## src/rtl/exc_pkg.sv

```systemverilog
package exc_pkg;
  localparam int NUM_SRC = 11;
  localparam int VEC_W   = 20;
  localparam int CAUSE_W = 4;

  // index order is priority order, 0 highest
  localparam int SRC_CRIT  = 0;
  localparam int SRC_BKPT  = 1;
  localparam int SRC_IMISS = 2;
  localparam int SRC_LMISS = 3;
  localparam int SRC_SMISS = 4;
  localparam int SRC_PROG  = 5;
  localparam int SRC_FPU   = 6;
  localparam int SRC_SC    = 7;
  localparam int SRC_DEC   = 8;
  localparam int SRC_PM    = 9;
  localparam int SRC_TRACE = 10;

  localparam int CZ_FPX  = 0;
  localparam int CZ_ILL  = 1;
  localparam int CZ_PRIV = 2;
  localparam int CZ_TRAP = 3;

  function automatic logic [VEC_W-1:0] src_vector(input int idx);
    case (idx)
      SRC_CRIT:  return 20'h00A00;
      SRC_BKPT:  return 20'h01300;
      SRC_IMISS: return 20'h01000;
      SRC_LMISS: return 20'h01100;
      SRC_SMISS: return 20'h01200;
      SRC_PROG:  return 20'h00700;
      SRC_FPU:   return 20'h00800;
      SRC_SC:    return 20'h00C00;
      SRC_DEC:   return 20'h00900;
      SRC_PM:    return 20'h00F00;
      SRC_TRACE: return 20'h00D00;
      default:   return '0;
    endcase
  endfunction
endpackage

```

## src/rtl/exc_cond.sv

```systemverilog
module exc_cond
  import exc_pkg::*;
(
  input  logic               st_crit_en_i,
  input  logic               st_user_i,
  input  logic               st_fpu_avail_i,
  input  logic [1:0]         st_fpx_mode_i,
  input  logic               st_step_i,
  input  logic               st_br_trace_i,
  input  logic               fpx_sum_i,
  input  logic               fp_done_i,
  input  logic               illegal_i,
  input  logic               trap_i,
  input  logic               priv_op_i,
  input  logic               spr_move_i,
  input  logic               spr_hi_i,
  input  logic               fp_op_i,
  input  logic               syscall_i,
  input  logic               complete_i,
  input  logic               branch_i,
  input  logic               pm_ovf_i,
  input  logic               imiss_i,
  input  logic               ld_miss_i,
  input  logic               st_miss_i,
  input  logic               st_hit_i,
  input  logic               pte_chg_i,
  input  logic               crit_i,
  output logic [NUM_SRC-1:0] req_o,
  output logic [CAUSE_W-1:0] cause_o
);
  always_comb begin
    cause_o          = '0;
    cause_o[CZ_FPX]  = fp_done_i & fpx_sum_i & (|st_fpx_mode_i);
    cause_o[CZ_ILL]  = illegal_i;
    cause_o[CZ_PRIV] = st_user_i & (priv_op_i | (spr_move_i & spr_hi_i));
    cause_o[CZ_TRAP] = trap_i;
  end

  always_comb begin
    req_o            = '0;
    req_o[SRC_CRIT]  = crit_i & st_crit_en_i;
    req_o[SRC_IMISS] = imiss_i;
    req_o[SRC_LMISS] = ld_miss_i;
    // a store hit on a clean page must still trap to set the change bit
    req_o[SRC_SMISS] = st_miss_i | (st_hit_i & ~pte_chg_i);
    req_o[SRC_PROG]  = |cause_o;
    req_o[SRC_FPU]   = fp_op_i & ~st_fpu_avail_i;
    req_o[SRC_SC]    = syscall_i;
    req_o[SRC_PM]    = pm_ovf_i;
    req_o[SRC_TRACE] = complete_i & (st_step_i | (branch_i & st_br_trace_i));
  end
endmodule

```

## src/rtl/exc_dec_track.sv

```systemverilog
module exc_dec_track (
  input  logic clk_i,
  input  logic rst_ni,
  input  logic dec_msb_i,
  input  logic ext_en_i,
  input  logic taken_i,
  input  logic clr_i,
  output logic req_o
);
  logic msb_q, pend_q, cond;

  assign cond  = pend_q | (dec_msb_i & ~msb_q);
  assign req_o = cond & ext_en_i;

  always_ff @(posedge clk_i or negedge rst_ni) begin
    if (!rst_ni) begin
      msb_q  <= 1'b0;
      pend_q <= 1'b0;
    end else begin
      msb_q  <= dec_msb_i;
      pend_q <= cond & ~taken_i & ~clr_i;
    end
  end
endmodule

```

## src/rtl/exc_bkpt_match.sv

```systemverilog
module exc_bkpt_match #(
  parameter int NUM_BKPT = 2,
  parameter int WA_W     = 30
) (
  input  logic [NUM_BKPT*WA_W-1:0] addr_i,
  input  logic [NUM_BKPT-1:0]      en_i,
  input  logic [WA_W-1:0]          pc_i,
  output logic                     hit_o
);
  logic [NUM_BKPT-1:0] hit;

  for (genvar k = 0; k < NUM_BKPT; k++) begin : g_cmp
    assign hit[k] = en_i[k] & (addr_i[k*WA_W +: WA_W] == pc_i);
  end

  assign hit_o = |hit;
endmodule

```

## src/rtl/exc_arbiter.sv

```systemverilog
module exc_arbiter
  import exc_pkg::*;
(
  input  logic [NUM_SRC-1:0] req_i,
  output logic [NUM_SRC-1:0] sel_o,
  output logic               take_o,
  output logic [VEC_W-1:0]   vector_o
);
  always_comb begin
    sel_o = '0;
    for (int i = NUM_SRC - 1; i >= 0; i--) begin
      if (req_i[i]) begin
        sel_o    = '0;
        sel_o[i] = 1'b1;
      end
    end
  end

  always_comb begin
    vector_o = '0;
    for (int i = 0; i < NUM_SRC; i++) begin
      if (sel_o[i]) vector_o = vector_o | src_vector(i);
    end
  end

  assign take_o = |req_i;
endmodule

```

## src/rtl/exc_vector_unit.sv

```systemverilog
module exc_vector_unit
  import exc_pkg::*;
#(
  parameter int NUM_BKPT = 2,
  parameter int ADDR_W   = 32
) (
  input  logic                           clk_i,
  input  logic                           rst_ni,
  input  logic                           st_ext_en_i,
  input  logic                           st_crit_en_i,
  input  logic                           st_user_i,
  input  logic                           st_fpu_avail_i,
  input  logic [1:0]                     st_fpx_mode_i,
  input  logic                           st_step_i,
  input  logic                           st_br_trace_i,
  input  logic                           fpx_sum_i,
  input  logic                           fp_done_i,
  input  logic                           illegal_i,
  input  logic                           trap_i,
  input  logic                           priv_op_i,
  input  logic                           spr_move_i,
  input  logic                           spr_hi_i,
  input  logic                           fp_op_i,
  input  logic                           syscall_i,
  input  logic                           complete_i,
  input  logic                           branch_i,
  input  logic                           pm_ovf_i,
  input  logic                           imiss_i,
  input  logic                           ld_miss_i,
  input  logic                           st_miss_i,
  input  logic                           st_hit_i,
  input  logic                           pte_chg_i,
  input  logic                           crit_i,
  input  logic                           dec_msb_i,
  input  logic                           dec_clr_i,
  input  logic [NUM_BKPT*(ADDR_W-2)-1:0] bkpt_addr_i,
  input  logic [NUM_BKPT-1:0]            bkpt_en_i,
  input  logic [ADDR_W-3:0]              next_pc_i,
  output logic                           take_o,
  output logic [VEC_W-1:0]               vector_o,
  output logic [CAUSE_W-1:0]             cause_o,
  output logic                           ext_en_next_o
);
  localparam int WA_W = ADDR_W - 2;

  logic [NUM_SRC-1:0] cond_req, req, sel;
  logic [CAUSE_W-1:0] prog_cause;
  logic               dec_req, bk_hit;

  exc_cond u_cond (
    .st_crit_en_i  (st_crit_en_i),
    .st_user_i     (st_user_i),
    .st_fpu_avail_i(st_fpu_avail_i),
    .st_fpx_mode_i (st_fpx_mode_i),
    .st_step_i     (st_step_i),
    .st_br_trace_i (st_br_trace_i),
    .fpx_sum_i     (fpx_sum_i),
    .fp_done_i     (fp_done_i),
    .illegal_i     (illegal_i),
    .trap_i        (trap_i),
    .priv_op_i     (priv_op_i),
    .spr_move_i    (spr_move_i),
    .spr_hi_i      (spr_hi_i),
    .fp_op_i       (fp_op_i),
    .syscall_i     (syscall_i),
    .complete_i    (complete_i),
    .branch_i      (branch_i),
    .pm_ovf_i      (pm_ovf_i),
    .imiss_i       (imiss_i),
    .ld_miss_i     (ld_miss_i),
    .st_miss_i     (st_miss_i),
    .st_hit_i      (st_hit_i),
    .pte_chg_i     (pte_chg_i),
    .crit_i        (crit_i),
    .req_o         (cond_req),
    .cause_o       (prog_cause)
  );

  exc_dec_track u_dec (
    .clk_i    (clk_i),
    .rst_ni   (rst_ni),
    .dec_msb_i(dec_msb_i),
    .ext_en_i (st_ext_en_i),
    .taken_i  (sel[SRC_DEC]),
    .clr_i    (dec_clr_i),
    .req_o    (dec_req)
  );

  exc_bkpt_match #(
    .NUM_BKPT(NUM_BKPT),
    .WA_W    (WA_W)
  ) u_bkpt (
    .addr_i(bkpt_addr_i),
    .en_i  (bkpt_en_i),
    .pc_i  (next_pc_i),
    .hit_o (bk_hit)
  );

  always_comb begin
    req           = cond_req;
    req[SRC_DEC]  = dec_req;
    req[SRC_BKPT] = bk_hit;
  end

  exc_arbiter u_arb (
    .req_i   (req),
    .sel_o   (sel),
    .take_o  (take_o),
    .vector_o(vector_o)
  );

  assign cause_o       = sel[SRC_PROG] ? prog_cause : '0;
  assign ext_en_next_o = st_ext_en_i & ~take_o;
endmodule

```

## config.mk

```make
export PLATFORM = sky130hd
export DESIGN_NAME = exc_vector_unit
export DESIGN_NICKNAME = d
export VERILOG_FILES = /design/src/rtl/exc_pkg.sv /design/src/rtl/exc_cond.sv /design/src/rtl/exc_dec_track.sv /design/src/rtl/exc_bkpt_match.sv /design/src/rtl/exc_arbiter.sv /design/src/rtl/exc_vector_unit.sv
export SDC_FILE = /design/constraint.sdc
export NUM_CORES = 1
export LEC_CHECK = 0
export BUFFER_PORTS_ARGS = -buffer_cell sky130_fd_sc_hd__clkbuf_2
export CORE_ASPECT_RATIO = 1.25
export CORE_MARGIN = 2
export CORE_UTILIZATION = 37
export CTS_CLUSTER_SIZE = 20
export DETAILED_ROUTE_END_ITERATION = 10
export GPL_TIMING_DRIVEN = 0
export PLACE_DENSITY = 0.88
export SLEW_MARGIN = 20
export SYNTH_ARGS = -nofsm -noshare
export SYNTH_HDL_FRONTEND = slang
export SYNTH_HIERARCHICAL = 1
export SYNTH_SLANG_ARGS = --single-unit
```

## constraint.sdc

```tcl
create_clock -name clk_i -period 2.66 [get_ports clk_i]
set_input_delay 0.133 -clock clk_i [delete_from_list [all_inputs] [get_ports clk_i]]
set_output_delay 0.133 -clock clk_i [all_outputs]
set_load 0.03 [all_outputs]
```

==> summary.txt, run 1 <==
Placed design
  – Placed cells: 332
  – Gpl congestion: 0.7349
  – Dpl cell area: 1917 um^2
  – Post-DP HPWL: 3874 um
  – IO Port Bufs: 128

STA
  – Smallest hold slack: 0.06617 ns
  – Clock period minus worst slack: 2.361 ns
  – Fmax achieved: 0.4236 GHz
  – Max-slew violations: 0
  – RSZ-0062 raised after global routing: false
  – Clk_skew: 0.0003771 ns
  – Setup TNS: 0 ns
  – Final Cycle Share: 88.75%
  – Setup Viol. Count Final: 0
  – Final hold vios: 0

CTS
  – Max Root-Sink Buffers: 2
  – CTS resizes: 0
  – CTS root buffer: clkbuf_4
  – Clk sinks: 2
  – Clk slew on worst S/H paths: 0.03 ns
  – Hold_buf cts: 1
  – H-tree Lvls: 1
  – Clock Latency Late Sink: 0.22 ns
  – TritonCTS clock tree: built
  – CTS Buf Count: 3
  – Post-CTS setup buffers: 0

Routing
  – Routed vias/inst: 4.658
  – Total Wirelength: 4009 um
  – 1st-iter DRT viols: 12
  – Via count: 1565
  – Drt wl/cell: 11.93 um
  – Drt drc: 0
  – DRT Pass-1 Iters: 4
  – Remaining antenna violation count: 0

GRT
  – First-pass GRT wire length: 6244 um
  – Vias in the first global route: 1577
  – Largest net degree at the start of global routing: 8
  – Overflow after GRT: 0
  – Initial antenna violation count: 0
  – GRT Util Overall: 23.09%

Layout
  – Layout cell share with drive strength beyond 1: 52.00%
  – Area growth, synth to finish: 65.39%
  – Post-route cell area: 1949 um^2
  – Ant. Diodes: 0
  – Nets@finish: 424
  – Fin cells: 336

Critical path
  – CP max stage delay: 0.52 ns
  – WP data required: 2.53 ns
  – Worst setup path class: input pin to primary output
  – Critical Path AT: 2.23 ns
  – Critical Path Slowest Stage Cell: or4_1
  – Critical Path, Cell by Cell: clkbuf_2 -> xnor2_1 -> nand4_1 -> or4_1 -> o22ai_1 -> or4_4 -> nor2_1 -> and2_1 -> and2_1 -> clkbuf_2
  – CP delay by family, top: simple AND/OR/NAND/NOR gates
  – Setup crit end kind: primary output
  – Critical Path Start Type: input pin
  – Bufs and invs on worst path: 2
  – Critical Path Fanout Max: 5

Floorplan
  – Die area: 3656 um^2
  – Die Width: 54.48 um
  – Std-Cell Core Area: 3000 um^2
  – # rows: 22
  – Die height: 67.10 um
  – Io pins: 148
  – Starting density of the core: 39.28%

Synth
  – Post-Syn Area: 1179 um^2
  – Post-synthesis area per instance: 7.653 um^2
  – Syn Inst Count: 154
  – Synth warnings: 6

Pwr
  – Power density over the cells: 204.5 nW/um^2
  – Peak supply drop: 0.0001277 V
  – Pleak: 0.001063 uW

Worst hold path
  – Hold WC Path Type: input pin to register

Flow run
  – Max Cap Viol: 0

Status
  – Outcome: finished clean
[sequential cells by signal, indices dropped and copies added (netlist names)]
register	cells
u_dec/pend_q	1
u_dec/msb_q	1
[final cells by class]
cell class	instances	area, um^2
sequential	2	50.05
clock buffer	3	22.52
inverter	5	18.77
timing repair buffer	129	650.6
fill	273	1051
tap	36	45.04
multi-input combinational	140	1005
buffer	21	157.7
[through the flow]
| step | total power, uW | utilization [%] | setup slack, ns |
|---|---|---|---|
| 6_report | 398.7 | 64.97 | 0.2992 |
| 5_1_grt | 440.4 | 64.97 | 0.1510 |
| 4_1_cts | 404.8 | 64.97 | 0.2754 |
| 3_5_place_dp | 332.5 | 63.89 | 0.2710 |
| 3_3_place_gp | 327.1 | 63.89 | 0.2602 |
| 2_1_floorplan | 202.5 | - | 0.08060 |
[report_power, final]
group / switching [uW] / total [uW] / internal [uW] / leakage, uW
sequential: 0.393 / 32.8 / 32.4 / 0.0000248
clock: 15.7 / 65.3 / 49.6 / 0.0000138
combinational: 146 / 301 / 155 / 0.00102
[cells in the final DEF (no fill, tap or decap), drive strengths merged, types with 2 or more instances in the layout]
cell type	count
xnor2	30
xor2	30
or4	4
conb	15
clkbuf	131
nor2b	4
and2	7
nor3	4
nand4	11
a21oi	3
nor4	8
dfrtp	2
o21ai	2
nor2	6
a21o	2
o22ai	2
inv	5
buf	21
[layer usage]
metal | up-vias | GRT usage [%] | wire, um
met5 | - | 0 | 0
met4 | 0 | 8.125 | 41
met3 | 4 | 5.381 | 487
met2 | 95 | 45.78 | 2215
met1 | 671 | 21.74 | 1265
li1 | 795 | - | -
[final timing paths]
path	end	startpoint	slack, ns	cells after the start
hold reg to reg	u_dec/pend_q$_DFF_PN0_	u_dec/msb_q$_DFF_PN0_	0.52	2
setup / recovery	cause_o[2]	next_pc_i[0]	0.30	10
max in group asynchronous	u_dec/msb_q$_DFF_PN0_	rst_ni	2.33	2
hold / removal	u_dec/pend_q$_DFF_PN0_	dec_clr_i	0.07	2
min in group asynchronous	u_dec/pend_q$_DFF_PN0_	rst_ni	0.24	2
setup reg to reg	u_dec/pend_q$_DFF_PN0_	u_dec/msb_q$_DFF_PN0_	1.37	5
Note: power is estimated with default switching activity, not from simulation.
==> run 2: changes to the inputs <==
--- a/config.mk
+++ b/config.mk
@@ -13,6 +13,7 @@
 export DETAILED_ROUTE_END_ITERATION = 10
 export GPL_TIMING_DRIVEN = 0
 export PLACE_DENSITY = 0.88
+export RECOVER_POWER = 100
 export SLEW_MARGIN = 20
 export SYNTH_ARGS = -nofsm -noshare
 export SYNTH_HDL_FRONTEND = slang
==> summary.txt, run 2 (synthesized netlist as in run 1, its figures left out) <==
Layout
  – Ant. Diodes: 0
  – Layout cell share with drive strength beyond 1: 49.00%
  – Layout Utilization: 64.39%
  – Nets@finish: 424
  – Post-route cell area: 1932 um^2
  – Commonest non-fill, non-tap cell in the layout: clkbuf_2
  – Top flop regs: u_dec/msb_q x1, u_dec/pend_q x1
  – Most frequent cells in the layout: clkbuf_2, xnor2_1, xor2_1
  – Area growth, synth to finish: 63.91%

Pwr
  – Seq pwr share: 8.3%
  – Power density over the cells: 204.9 nW/um^2
  – Peak supply drop: 0.0001272 V
  – Total internal power: 234.4 uW
  – P_sw: 161.5 uW
  – Tot Pwr: 395.9 uW
  – Pleak: 0.001033 uW
  – Clk pwr share: 16.5%
  – Sw Share: 40.80%
  – Comb power frac: 75.2%

CTS
  – CTS root buffer: clkbuf_4
  – Clk sinks: 2
  – TritonCTS clock tree: built
  – H-tree Lvls: 1
  – Clock Latency Late Sink: 0.22 ns
  – Clk slew on worst S/H paths: 0.03 ns
  – CTS resizes: 0
  – CTS Buf Count: 3
  – Max Root-Sink Buffers: 2

GRT
  – First-pass GRT wire length: 6244 um
  – Overflow after GRT: 0
  – Vias in the first global route: 1577
  – Initial antenna violation count: 0
  – GRT Util Overall: 23.09%
  – Largest net degree at the start of global routing: 8

Routing
  – DRT Pass-1 Iters: 4
  – 1st-iter DRT viols: 6
  – Drt drc: 0
  – Routed vias/inst: 4.661
  – Remaining antenna violation count: 0
  – Total Wirelength: 4033 um
  – Via count: 1566
  – Drt wl/cell: 12.00 um

Placed design
  – Post-DP HPWL: 3874 um
  – IO Port Bufs: 128
  – Gpl congestion: 0.7349
  – Worst slack at placement: 0.2710 ns
  – Dpl cell area: 1917 um^2

Critical path
  – Critical Path Fanout Max: 5
  – Critical Path Start Type: input pin
  – R2R setup slack: 1.37 ns
  – Critical Path End: vector_o[11]
  – Worst setup path class: input pin to primary output
  – R2r startpoint: u_dec/msb_q$_DFF_PN0_
  – Worst r2r dst: u_dec/pend_q$_DFF_PN0_
  – Critical path origin: next_pc_i[19]
  – Reg2Reg Depth: 5
  – WP data required: 2.53 ns
  – Critical Path AT: 2.28 ns
  – Setup crit end kind: primary output

Worst hold path
  – Hold WC Path Type: input pin to register

STA
  – Setup TNS: 0 ns
  – Clk_skew: 0.0003771 ns
  – Final Cycle Share: 90.74%
  – RSZ-0062 raised after global routing: false
  – Setup Viol. Count Final: 0
  – Max-slew violations: 0
  – Final hold vios: 0
  – PnR worst setup slack: 0.2464 ns
  – Clock period minus worst slack: 2.414 ns
  – Fmax achieved: 0.4143 GHz

Status
  – Outcome: finished clean

Floorplan
  – Die height: 67.10 um
  – Io pins: 148
  – # rows: 22
  – Std-Cell Core Area: 3000 um^2
  – Die Width: 54.48 um
  – Die area: 3656 um^2
  – Starting density of the core: 39.28%

Flow run
  – Max Cap Viol: 0
[run 2: routing by layer]
metal / wire length [um] / part of all wire (%) / up-vias / track usage, %
met2: 2213 / 55 / 95 / 45.78
met4: 41 / 1.0 / 0 / 8.125
li1: - / - / 798 / -
met5: 0 / 0 / - / 0
met1: 1278 / 32 / 669 / 21.74
met3: 499 / 12 / 4 / 5.381
[run 2: worst min path at each step]
stage | from | endpoint | slack (ns) | cells after the start
after floorplan | rst_ni | u_dec/msb_q$_DFF_PN0_ | -0.16 | 0
after global placement | rst_ni | u_dec/msb_q$_DFF_PN0_ | -0.08 | 1
after detailed placement | rst_ni | u_dec/pend_q$_DFF_PN0_ | -0.08 | 1
after CTS | dec_clr_i | u_dec/pend_q$_DFF_PN0_ | 0.06 | 2
after global routing | dec_clr_i | u_dec/pend_q$_DFF_PN0_ | 0.07 | 2
final | dec_clr_i | u_dec/pend_q$_DFF_PN0_ | 0.07 | 2
[run 2: timing repair]
action,in CTS,in global routing
setup buffers,0,0
hold buffers,1,0
endpoints found under the hold margin,2,0
[run 2: power groups by stage]
stage | clock network [uW] | logic, uW | registers [uW]
after floorplan | 0 | 169 | 33.1
final | 65.3 | 298 | 32.8
after global placement | 0 | 294 | 33.1
after global routing | 75.7 | 329 | 33.1
after detailed placement | 0 | 299 | 33.2
after CTS | 70.5 | 302 | 32.8
[run 2: layout make-up]
| class | instances | area, um^2 |
|---|---|---|
| well taps | 36 | 45.04 |
| inverters | 5 | 18.77 |
| multi-input cells | 140 | 997.2 |
| clock buffers | 3 | 22.52 |
| flip-flops and latches | 2 | 50.05 |
| plain buffers | 21 | 157.7 |
| fillers | 283 | 1069 |
| repair buffers | 129 | 640.6 |
[run 2: critical path, stage by stage]
cell      delay (ns)
clkbuf_2        0.11
xnor2_1         0.13
nand4_1         0.12
or4_1           0.12
o22ai_1         0.14
or4_2           0.65
or4_1           0.42
o21ai_1         0.14
clkbuf_1        0.32
[run 2: per-stage QoR]
stage               cells  hold slack, ns
finish                336         0.07286
global route          336         0.07205
CTS                   336         0.05818
detailed placement    332        -0.07840
global placement      332        -0.08236
floorplan             168         -0.1626
==> run 3: changes to the inputs <==
--- a/config.mk
+++ b/config.mk
@@ -6,13 +6,14 @@
 export NUM_CORES = 1
 export LEC_CHECK = 0
 export BUFFER_PORTS_ARGS = -buffer_cell sky130_fd_sc_hd__clkbuf_2
+export CAP_MARGIN = 30
 export CORE_ASPECT_RATIO = 1.25
 export CORE_MARGIN = 2
-export CORE_UTILIZATION = 37
+export CORE_UTILIZATION = 34
 export CTS_CLUSTER_SIZE = 20
 export DETAILED_ROUTE_END_ITERATION = 10
 export GPL_TIMING_DRIVEN = 0
-export PLACE_DENSITY = 0.88
+export PLACE_DENSITY = 0.82
 export RECOVER_POWER = 100
 export SLEW_MARGIN = 20
 export SYNTH_ARGS = -nofsm -noshare
==> constraint.sdc (replaced) <==
create_clock -name clk_i -period 2.33 [get_ports clk_i]
set_input_delay 0.1165 -clock clk_i [delete_from_list [all_inputs] [get_ports clk_i]]
set_output_delay 0.1165 -clock clk_i [all_outputs]
set_load 0.03 [all_outputs]
==> summary.txt, run 3 (synthesized netlist as in run 1, its figures left out) <==
Status
  – Outcome: finished clean

Routing
  – DRT Pass-1 Iters: 4
  – Total Wirelength: 4093 um
  – Remaining antenna violation count: 0
  – Via count: 1542
  – Drt drc: 0
  – Routed vias/inst: 4.576
  – 1st-iter DRT viols: 21
  – Drt wl/cell: 12.15 um

STA
  – Max-slew violations: 0
  – Fmax achieved: 0.4609 GHz
  – Final Cycle Share: 93.13%
  – Final hold vios: 0
  – Clk_skew: 0.0009680 ns
  – RSZ-0062 raised after global routing: false
  – Clock period minus worst slack: 2.170 ns
  – Worst Tran Pin Value: 0.4884 ns
  – Setup Viol. Count Final: 0
  – PnR worst setup slack: 0.1602 ns
  – Relative slew slack: 67.15%
  – Smallest hold slack: 0.06900 ns
  – Setup TNS: 0 ns

Placed design
  – IO Port Bufs: 128
  – Post-DP HPWL: 3907 um
  – Gpl congestion: 0.8466
  – Worst slack at placement: -0.06993 ns

CTS
  – Clk slew on worst S/H paths: 0.03 ns
  – CTS root buffer: clkbuf_8
  – TritonCTS clock tree: built
  – Clock Latency Late Sink: 0.21 ns
  – Post-CTS setup buffers: 0
  – Max Root-Sink Buffers: 2
  – Clk sinks: 2
  – CTS Buf Count: 3
  – H-tree Lvls: 1

Layout
  – Multi-input logic area: 1030 um^2
  – Layout Utilization: 61.06%
  – Layout cell share with drive strength beyond 1: 50.67%
  – Commonest non-fill, non-tap cell in the layout: clkbuf_2
  – Most frequent cells in the layout: clkbuf_2, xor2_1, xnor2_1
  – Filler instances: 321
  – Register Area: 50.05 um^2
  – Ant. Diodes: 0
  – Top flop regs: u_dec/msb_q x1, u_dec/pend_q x1
  – Nets@finish: 424
  – Area growth, synth to finish: 68.47%

Flow run
  – Max Cap Viol: 0

Pwr
  – Total internal power: 322.7 uW
  – Seq pwr share: 7.3%
  – Peak supply drop: 0.0001731 V
  – Comb power frac: 66.8%
  – Pleak: 0.001057 uW
  – Power density over the cells: 259.5 nW/um^2
  – Sw Share: 37.36%
  – Clk pwr share: 25.9%
  – P_sw: 192.5 uW

Floorplan
  – # rows: 23
  – Die area: 3956 um^2
  – Starting density of the core: 36.24%
  – Io pins: 148
  – Die height: 69.83 um
  – Std-Cell Core Area: 3252 um^2
  – Die Width: 56.66 um

GRT
  – Initial antenna violation count: 0
  – Overflow after GRT: 0
  – GRT Util Overall: 21.21%
  – Vias in the first global route: 1645
  – Largest net degree at the start of global routing: 8
  – First-pass GRT wire length: 6651 um

Critical path
  – Critical Path AT: 2.05 ns
  – Critical Path Start Type: input pin
  – Worst setup path class: input pin to primary output
  – WP data required: 2.21 ns
  – R2R setup slack: 0.99 ns
  – Worst r2r dst: u_dec/pend_q$_DFF_PN0_
  – R2r startpoint: u_dec/msb_q$_DFF_PN0_
  – Setup crit end kind: primary output
  – Reg2Reg Depth: 5
  – Critical Path Fanout Max: 5

Worst hold path
  – Hold Path Origin: dec_clr_i
  – Hold WC Path Type: input pin to register
  – Hold Path Sink: u_dec/pend_q$_DFF_PN0_
  – Hold depth: 2
[run 3: cell counts in the layout (fill, tap and decap cells not counted)]
Identical to the previous run, type by type.
[run 3: worst max path at each step]
stage	start	end	slack, ns	cells after the start
after floorplan	st_fpx_mode_i[1]	ext_en_next_o	0.14	5
after global placement	next_pc_i[0]	cause_o[2]	-0.08	10
after CTS	next_pc_i[0]	cause_o[2]	0.04	10
final	next_pc_i[0]	cause_o[2]	0.16	10
after global routing	next_pc_i[19]	cause_o[1]	0.02	10
after detailed placement	next_pc_i[0]	cause_o[2]	-0.07	10
[run 3: what timing repair did]
item	CTS	global route
pin swaps	0	0
resized for setup	1	3
hold buffers	1	0
hold endpoints to repair	2	0
setup endpoints to repair	4	4
[run 3: per-layer routing]
metal / GRT usage, % / vias up / share of wire, %
met3: 4.851 / 6 / 12
li1: - / 796 / -
met2: 44.19 / 105 / 56
met4: 6.878 / 0 / 1.3
met1: 18.84 / 635 / 30
met5: 0 / - / 0
[run 3: worst max-delay path, cell delays in order]
cell and delay (ns):
clkbuf_2 0.11, xnor2_2 0.18, nand4_1 0.13, or4_4 0.55
o22ai_4 0.23, or4_4 0.17, nor2_1 0.05, and2_1 0.19
and2_1 0.15, clkbuf_2 0.18
[run 3: power groups by stage]
stage | combinational [uW] | clock (uW) | sequential (uW)
finish | 344 | 133 | 37.6
global route | 378 | 144 | 37.7
CTS | 345 | 137 | 37.6
detailed placement | 343 | 0 | 38.0
global placement | 338 | 0 | 37.8
floorplan | 194 | 0 | 37.8
[run 3: cell type report]
type | count | share of cell area (%)
flip-flops and latches | 2 | 2.520
clock buffers | 3 | 2.079
multi-input cells | 140 | 51.86
inverters | 5 | 0.9452
well taps | 37 | 2.331
repair buffers | 129 | 32.33
plain buffers | 21 | 7.940
[run 3: stage by stage]
stage	power, uW	instance area (um^2)	instances
floorplan	231.6	1231	168
global placement	375.5	1918	333
detailed placement	380.8	1918	333
CTS	519.4	1976	337
global route	559.5	1986	337
finish	515.2	1986	337
